File: config.mk
export PLATFORM = sky130hd
export DESIGN_NAME = lnk_router
export DESIGN_NICKNAME = d
export VERILOG_FILES = /design/src/rtl/lnk_pkg.sv /design/src/rtl/lnk_route_map.sv /design/src/rtl/lnk_arb.sv /design/src/rtl/lnk_out_fifo.sv /design/src/rtl/lnk_router.sv
export SDC_FILE = /design/constraint.sdc
export NUM_CORES = 2
export LEC_CHECK = 0
export BUFFER_PORTS_ARGS = -buffer_cell sky130_fd_sc_hd__buf_4
export CORE_ASPECT_RATIO = 0.8
export CORE_MARGIN = 4
export CORE_UTILIZATION = 49
export CTS_CLUSTER_DIAMETER = 120
export CTS_CLUSTER_SIZE = 16
export DETAILED_ROUTE_END_ITERATION = 16
export PLACE_DENSITY_LB_ADDON = 0.2
export SLEW_MARGIN = 10
export SYNTH_ARGS = -nofsm -noshare
export SYNTH_HDL_FRONTEND = slang
export SYNTH_SLANG_ARGS = --single-unit
export TNS_END_PERCENT = 10
File: constraint.sdc
create_clock -name clk -period 26 [get_ports clk]
set_input_delay 1.3 -clock clk [delete_from_list [all_inputs] [get_ports clk]]
set_output_delay 1.3 -clock clk [all_outputs]
set_load 0.01 [all_outputs]
File: src/rtl/lnk_pkg.sv
`timescale 1ns/1ps
package lnk_pkg;
    localparam int LNK_NODE_W = 6;
    localparam int LNK_WORD_W = 24;
    localparam int LNK_DATA_W = 32;
    localparam int LNK_TAG_W  = 4;
    localparam int LNK_NLINK  = 4;

    typedef enum logic [1:0] {
        K_NONE  = 2'b00,
        K_WRITE = 2'b01,
        K_RDREQ = 2'b10,
        K_RDRET = 2'b11
    } pkt_kind_e;

    typedef struct packed {
        pkt_kind_e               kind;
        logic [LNK_NODE_W-1:0]   src;
        logic [LNK_TAG_W-1:0]    tag;
        logic [LNK_NODE_W-1:0]   node;
        logic [LNK_WORD_W-1:0]   word;
        logic [LNK_DATA_W-1:0]   data;
    } pkt_t;

    localparam int PKT_W = $bits(pkt_t);

    function automatic int unsigned width_of(int unsigned n);
        return (n > 1) ? $clog2(n) : 1;
    endfunction
endpackage

File: src/rtl/lnk_route_map.sv
`timescale 1ns/1ps
module lnk_route_map import lnk_pkg::*; #(
    parameter int NLINK  = LNK_NLINK,
    parameter int NSRC   = LNK_NLINK + 1,
    parameter int PORT_W = 3,
    parameter int LINK_W = 2
) (
    input  logic                             clk,
    input  logic                             rst,
    input  logic                             wr_en,
    input  logic [LNK_NODE_W-1:0]            wr_node,
    input  logic [LINK_W-1:0]                wr_link,
    input  logic [LNK_NODE_W-1:0]            my_node,
    input  logic [NSRC-1:0][LNK_NODE_W-1:0]  q_node,
    output logic [NSRC-1:0][PORT_W-1:0]      q_port
);
    localparam int NENT = 1 << LNK_NODE_W;

    logic [LINK_W-1:0] tbl [NENT];

    always_ff @(posedge clk) begin
        if (rst) begin
            for (int i = 0; i < NENT; i++) tbl[i] <= '0;
        end else if (wr_en) begin
            tbl[wr_node] <= wr_link;
        end
    end

    // Local destination maps to the output just past the links.
    always_comb begin
        for (int s = 0; s < NSRC; s++) begin
            if (q_node[s] == my_node) q_port[s] = PORT_W'(NLINK);
            else                      q_port[s] = PORT_W'(tbl[q_node[s]]);
        end
    end
endmodule

File: src/rtl/lnk_arb.sv
`timescale 1ns/1ps
module lnk_arb #(
    parameter int NSRC   = 5,
    parameter int NOUT   = 5,
    parameter int PORT_W = 3,
    parameter int SRC_W  = 3
) (
    input  logic [NSRC-1:0]              req,
    input  logic [NSRC-1:0][PORT_W-1:0]  port,
    input  logic [NOUT-1:0]              space,
    output logic [NSRC-1:0]              ready,
    output logic [NOUT-1:0]              push,
    output logic [NOUT-1:0][SRC_W-1:0]   sel
);
    // A source is ready when its target has room and no lower-index
    // source is requesting the same target.
    always_comb begin
        for (int s = 0; s < NSRC; s++) begin
            logic blocked;
            blocked = 1'b0;
            for (int t = 0; t < s; t++) begin
                if (req[t] && (port[t] == port[s])) blocked = 1'b1;
            end
            ready[s] = space[port[s]] && !blocked;
        end
    end

    always_comb begin
        for (int o = 0; o < NOUT; o++) begin
            push[o] = 1'b0;
            sel[o]  = '0;
            for (int s = NSRC - 1; s >= 0; s--) begin
                if (req[s] && ready[s] && (port[s] == PORT_W'(o))) begin
                    push[o] = 1'b1;
                    sel[o]  = SRC_W'(s);
                end
            end
        end
    end
endmodule

File: src/rtl/lnk_out_fifo.sv
`timescale 1ns/1ps
module lnk_out_fifo import lnk_pkg::*; #(
    parameter int DEPTH = 2
) (
    input  logic clk,
    input  logic rst,
    input  logic push,
    input  pkt_t din,
    output logic space,
    output logic valid,
    input  logic pop,
    output pkt_t dout
);
    localparam int PTR_W = width_of(DEPTH);
    localparam int CNT_W = $clog2(DEPTH + 1);

    pkt_t               mem [DEPTH];
    logic [PTR_W-1:0]   wp, rp;
    logic [CNT_W-1:0]   cnt;
    logic               do_push, do_pop;

    function automatic logic [PTR_W-1:0] bump(logic [PTR_W-1:0] p);
        return (p == PTR_W'(DEPTH - 1)) ? '0 : p + 1'b1;
    endfunction

    assign space   = cnt < CNT_W'(DEPTH);
    assign valid   = cnt != '0;
    assign do_push = push && space;
    assign do_pop  = pop && valid;
    assign dout    = mem[rp];

    always_ff @(posedge clk) begin
        if (rst) begin
            wp  <= '0;
            rp  <= '0;
            cnt <= '0;
        end else begin
            if (do_push) begin
                mem[wp] <= din;
                wp      <= bump(wp);
            end
            if (do_pop) rp <= bump(rp);
            cnt <= cnt + CNT_W'(do_push) - CNT_W'(do_pop);
        end
    end
endmodule

File: src/rtl/lnk_router.sv
`timescale 1ns/1ps
module lnk_router import lnk_pkg::*; #(
    parameter  int NLINK  = LNK_NLINK,
    parameter  int DEPTH  = 2,
    localparam int LINK_W = width_of(NLINK)
) (
    input  logic                           clk,
    input  logic                           rst,
    input  logic [LNK_NODE_W-1:0]          my_node,
    input  logic                           map_we,
    input  logic [LNK_NODE_W-1:0]          map_node,
    input  logic [LINK_W-1:0]              map_link,
    input  logic [NLINK-1:0]               lk_rx_valid,
    output logic [NLINK-1:0]               lk_rx_ready,
    input  logic [NLINK-1:0][PKT_W-1:0]    lk_rx_pkt,
    output logic [NLINK-1:0]               lk_tx_valid,
    input  logic [NLINK-1:0]               lk_tx_ready,
    output logic [NLINK-1:0][PKT_W-1:0]    lk_tx_pkt,
    input  logic                           loc_rx_valid,
    output logic                           loc_rx_ready,
    input  logic [PKT_W-1:0]               loc_rx_pkt,
    output logic                           loc_tx_valid,
    input  logic                           loc_tx_ready,
    output logic [PKT_W-1:0]               loc_tx_pkt
);
    localparam int NSRC   = NLINK + 1;
    localparam int NOUT   = NLINK + 1;
    localparam int PORT_W = width_of(NOUT);
    localparam int SRC_W  = width_of(NSRC);

    logic [NSRC-1:0]                   src_valid, src_ready, src_fire;
    pkt_t                              src_pkt [NSRC];
    logic [NSRC-1:0][LNK_NODE_W-1:0]   src_node;
    logic [NSRC-1:0][PORT_W-1:0]       src_port;

    logic [NOUT-1:0]                   out_space, out_push, out_valid, out_pop;
    logic [NOUT-1:0][SRC_W-1:0]        out_sel;
    pkt_t                              out_din  [NOUT];
    pkt_t                              out_dout [NOUT];

    // Sources: links first, local injection last (lowest priority).
    generate
        for (genvar s = 0; s < NLINK; s++) begin : g_src
            assign src_valid[s] = lk_rx_valid[s];
            assign src_pkt[s]   = pkt_t'(lk_rx_pkt[s]);
        end
    endgenerate
    assign src_valid[NLINK] = loc_rx_valid;
    assign src_pkt[NLINK]   = pkt_t'(loc_rx_pkt);

    always_comb begin
        for (int s = 0; s < NSRC; s++) src_node[s] = src_pkt[s].node;
    end

    assign src_fire     = src_valid & src_ready;
    assign lk_rx_ready  = src_ready[NLINK-1:0];
    assign loc_rx_ready = src_ready[NLINK];

    lnk_route_map #(
        .NLINK (NLINK),
        .NSRC  (NSRC),
        .PORT_W(PORT_W),
        .LINK_W(LINK_W)
    ) u_map (
        .clk    (clk),
        .rst    (rst),
        .wr_en  (map_we),
        .wr_node(map_node),
        .wr_link(map_link),
        .my_node(my_node),
        .q_node (src_node),
        .q_port (src_port)
    );

    lnk_arb #(
        .NSRC  (NSRC),
        .NOUT  (NOUT),
        .PORT_W(PORT_W),
        .SRC_W (SRC_W)
    ) u_arb (
        .req  (src_valid),
        .port (src_port),
        .space(out_space),
        .ready(src_ready),
        .push (out_push),
        .sel  (out_sel)
    );

    generate
        for (genvar o = 0; o < NOUT; o++) begin : g_out
            assign out_din[o] = src_pkt[out_sel[o]];
            lnk_out_fifo #(.DEPTH(DEPTH)) u_fifo (
                .clk  (clk),
                .rst  (rst),
                .push (out_push[o]),
                .din  (out_din[o]),
                .space(out_space[o]),
                .valid(out_valid[o]),
                .pop  (out_pop[o]),
                .dout (out_dout[o])
            );
        end
        for (genvar l = 0; l < NLINK; l++) begin : g_tx
            assign lk_tx_valid[l] = out_valid[l];
            assign lk_tx_pkt[l]   = out_dout[l];
            assign out_pop[l]     = out_valid[l] && lk_tx_ready[l];
        end
    endgenerate

    assign loc_tx_valid   = out_valid[NLINK];
    assign loc_tx_pkt     = out_dout[NLINK];
    assign out_pop[NLINK] = out_valid[NLINK] && loc_tx_ready;
endmodule

---- Word-level counts from Yosys, hierarchy flattened ----
Memories as Yosys holds them, arrays and structs flattened. A register that Yosys moved wholly into a read port is not among the register bits.
Cells that the tools add are included.
word-level totals
  register bits ........................... 20
  latch bits .............................. 0
  bits in writable memories ............... 868
  ROM bits ................................ 0
  input port bits ......................... 397
  output and inout bits ................... 380
  logic and storage cells ................. 303
  memories ................................ 6
operators by class
  add/sub/neg operators ................... 20
  multipliers ............................. 0
  div/mod/pow operators ................... 0
  magnitude comparators ................... 15
  equal/unequal tests ..................... 35
  shift operators ......................... 0
  mux-type cells .......................... 133
  bitwise gates (word level) .............. 5
  reductions and logical operators ........ 74
memory list
  name                 words  bits a word  read ports  clocked after Yosys merged registers in  wr ports  RTL line             RTL
  g_out[0].u_fifo.mem  2      74           1           1                                        1         lnk_out_fifo.sv:17   pkt_t mem [DEPTH];
  g_out[1].u_fifo.mem  2      74           1           1                                        1         lnk_out_fifo.sv:17
  g_out[2].u_fifo.mem  2      74           1           1                                        1         lnk_out_fifo.sv:17
  g_out[3].u_fifo.mem  2      74           1           1                                        1         lnk_out_fifo.sv:17
  g_out[4].u_fifo.mem  2      74           1           1                                        1         lnk_out_fifo.sv:17
  u_map.tbl            64     2            5           0                                        64        lnk_route_map.sv:19  logic [LINK_W-1:0] tbl [NENT];
operator list
  kind                   number
  $bmux W74 S3           5
  $mux W74               10
  $mux W3                30
  $mux W1                81
  $logic_and A1 B1 Y1    59
  $eq A3 B2 Y1 const B   10
  $eq A3 B3 Y1           10
  $eq A6 B6 Y1           5
  $ge A4 B4 Y1 const B   5
  $lt A3 B4 Y1 const B   5
  $not A3 Y4             5
  $bmux W1 S3            5
  $eq A3 B1 Y1 const B   5
  $eq A3 B3 Y1 const B   5
  $logic_not A3 Y1       5
  $add A1 B1 Y1 const B  10
  $add A2 B1 Y2          5
  $lt A2 B2 Y1 const B   5
  $reduce_bool A2 Y1     5
  $sub A2 B1 Y2          5
  $mux W6                1
  $logic_not A1 Y1       4
  $mux W2                1
  $reduce_or A2 Y1       1

---- Longest topological paths before layout ----
  word-level depth ........................ 21
  gate-level depth with buffers ........... 21
  mapped depth without buffers ............ 12

---- Cells and area by module ----
Synthesis repeated with hierarchy kept, for this count alone.
unflattened totals
  cells, all modules ...................... 4061
  area total of the unflattened synthesis .. 55517.0 um2
modules (own cells, without submodules)
  module         instances  cells an instance  area each (um2)  seq. area each (um2)
  lnk_out_fifo   5          257                5829.3           4544.4
  lnk_router     1          1715               14038.5          0.0
  lnk_route_map  1          899                11227.0          3843.7
  lnk_arb        1          162                1104.8           0.0

---- Worst setup path after synthesis ----
No wires, ideal clock.
  kind .................................... input to register
  start point ............................. input port lk_rx_pkt[132] (netlist bit)
  end point ............................... memory g_out[0].u_fifo.mem[1][0] (netlist bit), enable pin
  setup time .............................. 0.612 ns
  arrival time ............................ 9.981 ns
  required time ........................... 25.388 ns
  slack ................................... 15.406 ns
  stages on the path ...................... 17
  buffers on the path ..................... 5
  cell sequence ........................... buf_2 > buf_2 > buf_4 > buf_2 > mux2i_1 > nand2_1 > nand3_1 > nand4_1 > mux2i_1 > buf_4 > xnor2_1 > a21o_1 > a221o_1 > a2111oi_1 > a31o_2 > nor3_1 > nor3b_1
on the way
  word-level cells in the longest chain between the ends .. 20
  elaborated cells between the ends (all ways) .. 46
  classes of those cells .................. eq/ne (5); mux (18); reduce/logical (22); memory (1)
RTL lines
  element                                         RTL line             RTL
  start, declared                                 lnk_router.sv:15     input logic [NLINK-1:0][PKT_W-1:0] lk_rx_pkt,
  $mem_v2 Z64 W2 or $eq A6 B6 Y1 (tied branches)  --
  $mux W3 (*)                                     lnk_route_map.sv:32  if (q_node[s] == my_node) q_port[s] = PORT_W'(NLINK);
  $eq A3 B3 Y1                                    lnk_arb.sv:22        if (req[t] && (port[t] == port[s])) blocked = 1'b1;
  $logic_and A1 B1 Y1                             lnk_arb.sv:22
  $mux W1 (3 in a row)                            lnk_arb.sv:22
  $logic_not A1 Y1                                lnk_arb.sv:24        ready[s] = space[port[s]] && !blocked;
  $logic_and A1 B1 Y1                             lnk_arb.sv:24
  $logic_and A1 B1 Y1 (2 in a row)                lnk_arb.sv:33        if (req[s] && ready[s] && (port[s] == PORT_W'(o))) begin
  $mux W1 (3 in a row)                            lnk_arb.sv:33
  $mux W1 (*) (2 in a row)                        lnk_arb.sv:33
  $logic_and A1 B1 Y1 (*)                         lnk_out_fifo.sv:28   assign do_push = push && space;
  $mux W1 (*)                                     lnk_out_fifo.sv:38   if (do_push) begin
  $mux W1 (*)                                     lnk_out_fifo.sv:33   if (rst) begin
  $mux W1 (implied by the code) (*)               lnk_out_fifo.sv:39   mem[wp] <= din;
  end, declared                                   lnk_out_fifo.sv:17
Every way passes the cells marked *; elsewhere a longest branch is shown, timed or not. The select of a mux whose other input is x is not followed.

---- Worst setup path in the final report ----
  start point ............................. input port lk_rx_pkt[132] (netlist bit)
  end point ............................... memory g_out[3].u_fifo.mem[1][72] (netlist bit), enable pin
on the way
  word-level cells in the longest chain between the ends .. 20
  elaborated cells between the ends (all ways) .. 46
  classes of those cells .................. eq/ne (6); mux (18); reduce/logical (21); memory (1)
RTL lines
  element                                         RTL line
  $mem_v2 Z64 W2 or $eq A6 B6 Y1 (tied branches)  --
  $mux W3 (*)                                     lnk_route_map.sv:32
  $eq A3 B3 Y1                                    lnk_arb.sv:22
  $logic_and A1 B1 Y1                             lnk_arb.sv:22
  $mux W1 (3 in a row)                            lnk_arb.sv:22
  $logic_not A1 Y1                                lnk_arb.sv:24
  $logic_and A1 B1 Y1                             lnk_arb.sv:24
  $logic_and A1 B1 Y1 (2 in a row)                lnk_arb.sv:33
  $mux W1 (3 in a row)                            lnk_arb.sv:33
  $mux W1 (*) (2 in a row)                        lnk_arb.sv:33
  $logic_and A1 B1 Y1 (*)                         lnk_out_fifo.sv:28
  $mux W1 (*)                                     lnk_out_fifo.sv:38
  $mux W1 (*)                                     lnk_out_fifo.sv:33
  $mux W1 (implied by the code) (*)               lnk_out_fifo.sv:39
  end, declared                                   lnk_out_fifo.sv:17
Marks and branches as above.

==> results by group <==
Status
  – Status: finished clean

STA
  – Final setup vio count: 0
  – Fin crit share: 30.99%
  – Slew headroom: 15.41%
  – Final hold vios: 0
  – Pin slew with the least headroom to its limit: 1.269 ns
  – Setup TNS: 0 ns
  – RSZ-0062 raised after global routing: false
  – Fmax: 0.1241 GHz
  – Count of pins over their slew limit: 0
  – Min Tclk post-route: 8.056 ns
  – Clk_skew: 0.03438 ns

Clock network
  – Setup bufs post-CTS: 0
  – Clk sink count: 893
  – Htree depth: 3
  – Num CTS Buffers: 66
  – CTS Root Cell: clkbuf_16
  – Clock Latency Late Sink: 0.67 ns
  – CTS Hold Bufs: 0
  – Post-cts resize count: 0
  – Clk slew on worst S/H paths: 0.08 ns
  – CTS tree: yes
  – CTS Buffer Depth: 3

Placement
  – IO Port Bufs: 776
  – Dpl hpwl: 151.9 mm
  – DP Cell Count: 6272
  – Placer Congestion: 1.065

Die
  – Core ar.: 108900 um2
  – DIE WIDTH: 379.2 um
  – Site row count: 108
  – Starting density of the core: 49.58%
  – Die ar.: 115600 um2
  – I/O Pins: 777
  – Die height: 304.9 um

Drt
  – 1st-iter DRT viols: 7138
  – Residual DRC: 0
  – Via/cell ratio: 7.070
  – Detailed-route via count: 45350
  – Average wire per standard cell: 35.62 um
  – Antenna Nets Post-Route: 0
  – DRT Wirelength: 228.5 mm
  – First drt pass iteration count: 9

Synthesis
  – Post-synth EDFFs: 868
  – Mean Syn Cell Area: 12.23 um2
  – Mapped Area: 54000 um2
  – Cells after Synth: 4416
  – Sequential-to-total area share from yosys stat: 49.19%
  – Mapped Nets: 4818
  – Async SR Flop Fraction: 0%
  – Synth unique cells: 80
  – Top_reg_cell synth: edfxtp_1
  – Synth Register Bits: 893
  – Yosys warnings: 0

Worst setup path
  – Worst Path Arrival: 8.32 ns
  – Required @ worst endpoint: 26.27 ns
  – CP Max Fanout: 49
  – Critical Path Sink Type: register
  – Worst flop-to-flop path startpoint: u_map.tbl[4][1]
  – Setup CP Type: in -> reg
  – CP Launch Type: input port
  – Critical Path Start: lk_rx_pkt[132]

Global route
  – Largest net degree at the start of global routing: 139
  – GRT Total Usage: 37.90%
  – First-pass GRT wire length: 318.8 mm
  – Vias in the first global route: 41910
  – Initial antenna violation count: 43
  – GR Overflow Total: 0

Layout
  – Most frequent cells in the layout: edfxtp_1 (868), buf_4 (858), mux2i_1 (695)
  – Commonest non-fill, non-tap cell in the layout: edfxtp_1
  – Fillcell total: 8970
  – Layout Nets: 5312
  – Final non-filler cell total: 6414
  – Share of layout cells above drive strength 1: 31.14%
  – Layout area overhead: 15.91%

Min path
  – Worst min-delay path class: reg -> reg
  – Hold Crit Start: g_out[0].u_fifo.rp

Pwr
  – Maximum VDD drop: 0.00005813 V
  – Pwr Density: 80.37 nW/um2
  – Pint: 3152 uW
  – Flop pwr share: 38.9%
  – Static leakage: 0.02489 uW
  – Comb pwr share: 41.1%
  – Total power draw: 5030 uW
  – Switching power: 1878 uW
  – Sw frac: 37.33%
  – Clock group share of total power: 20.0%

Job
  – Max_cap viols: 0
-- final timing paths --
path	endpoint	slack, ns	depth (start not counted)
max	g_out[3].u_fifo.mem[1][72]	17.94	18
min	register	0.51	2
max reg2reg	g_out[4].u_fifo.mem[0][38]	18.96	13
min reg2reg	register	0.51	2
-- cell type report --
class | instances | area [um2] | share of cell area [%]
Multi-Input combinational cell | 3071 | 25710 | 41.07
Tap cell | 1430 | 1789 | 2.859
Inverter | 18 | 67.56 | 0.1079
Timing Repair Buffer | 860 | 6481 | 10.35
Antenna cell | 38 | 95.09 | 0.1519
Sequential cell | 893 | 26580 | 42.47
Clock buffer | 99 | 1818 | 2.904
Clock inverter | 5 | 51.30 | 0.08196
-- kinds of logic after synthesis --
logic type	Yosys count	share of synthesized area (%)
buffers and inverters	452	3.777
adders and majority gates	5	0.1158
DFF	893	49.19
and+or+nand+nor	981	8.804
AOI/OAI and AO/OA	872	12.83
muxes	1163	24.45
xor gates and xnor gates	50	0.8248
-- critical path, stage by stage --
cell,delay (ns)
buf_4,0.33
buf_4,0.72
mux4_2,0.58
nand2b_1,0.15
nand3_1,0.07
nand4_1,0.26
mux2i_1,0.24
buf_4,0.24
xor2_1,0.16
nor3_1,0.06
o21ai_0,0.56
nand3_4,0.72
o2111ai_4,0.30
buf_4,0.63
nor2_1,0.24
nor3b_2,0.20
buf_4,0.44
buf_4,0.80
-- power by group through the flow --
| stage | clock network (uW) | logic, uW | registers, uW |
|---|---|---|---|
| floorplan | 0 | 1150 | 1930 |
| global placement | 0 | 2000 | 1980 |
| detailed placement | 0 | 2020 | 1980 |
| CTS | 1020 | 2030 | 1950 |
| global route | 1080 | 2140 | 1970 |
| finish | 1010 | 2070 | 1950 |
-- synthesized netlist by cell type, drive strengths merged (25+ instances only) --
cell type  instances  area share, %
mux4              87            3.6
and3             136            1.6
nand2            142           0.99
edfxtp           868             48
mux2             381            7.9
a21oi            116            1.1
clkbuf           263            1.9
a22oi             64           0.92
xor2              26           0.44
a21o              71           0.99
nor2             421            2.9
mux2i            695             13
nor3              28           0.27
o22ai             86            1.0
a211oi           158            2.2
and2              96            1.1
nand3             34           0.32
dfxtp             25           0.93
a221oi           304            5.6
buf              171            1.8
-- per-stage QoR --
step	util [%]	setup WS [ns]	area (um2)	hold WS (ns)
after floorplan	-	15.41	54000	0.4812
after global placement	55.66	17.56	60620	0.4912
after detailed placement	55.66	17.49	60620	0.4959
after CTS	57.37	18.19	62490	0.5156
after global routing	57.45	17.89	62580	0.5567
final	57.47	17.94	62590	0.5136
-- metal layers --
metal	GRT usage (%)	vias to the layer above	share of wire [%]
met5	0	-	0.031
met4	15.50	12	4.6
met3	11.64	555	14
met2	55.81	3758	43
met1	52.13	22640	38
li1	-	18380	-
-- sequential cells by signal (all words and copies together) (netlist names), named ones only --
name,cells
u_map.tbl,128
g_out.u_fifo.wp,5
g_out.u_fifo.cnt,10
g_out.u_fifo.rp,5
g_out.u_fifo.mem,740
Power figures use the tool's default switching activity.
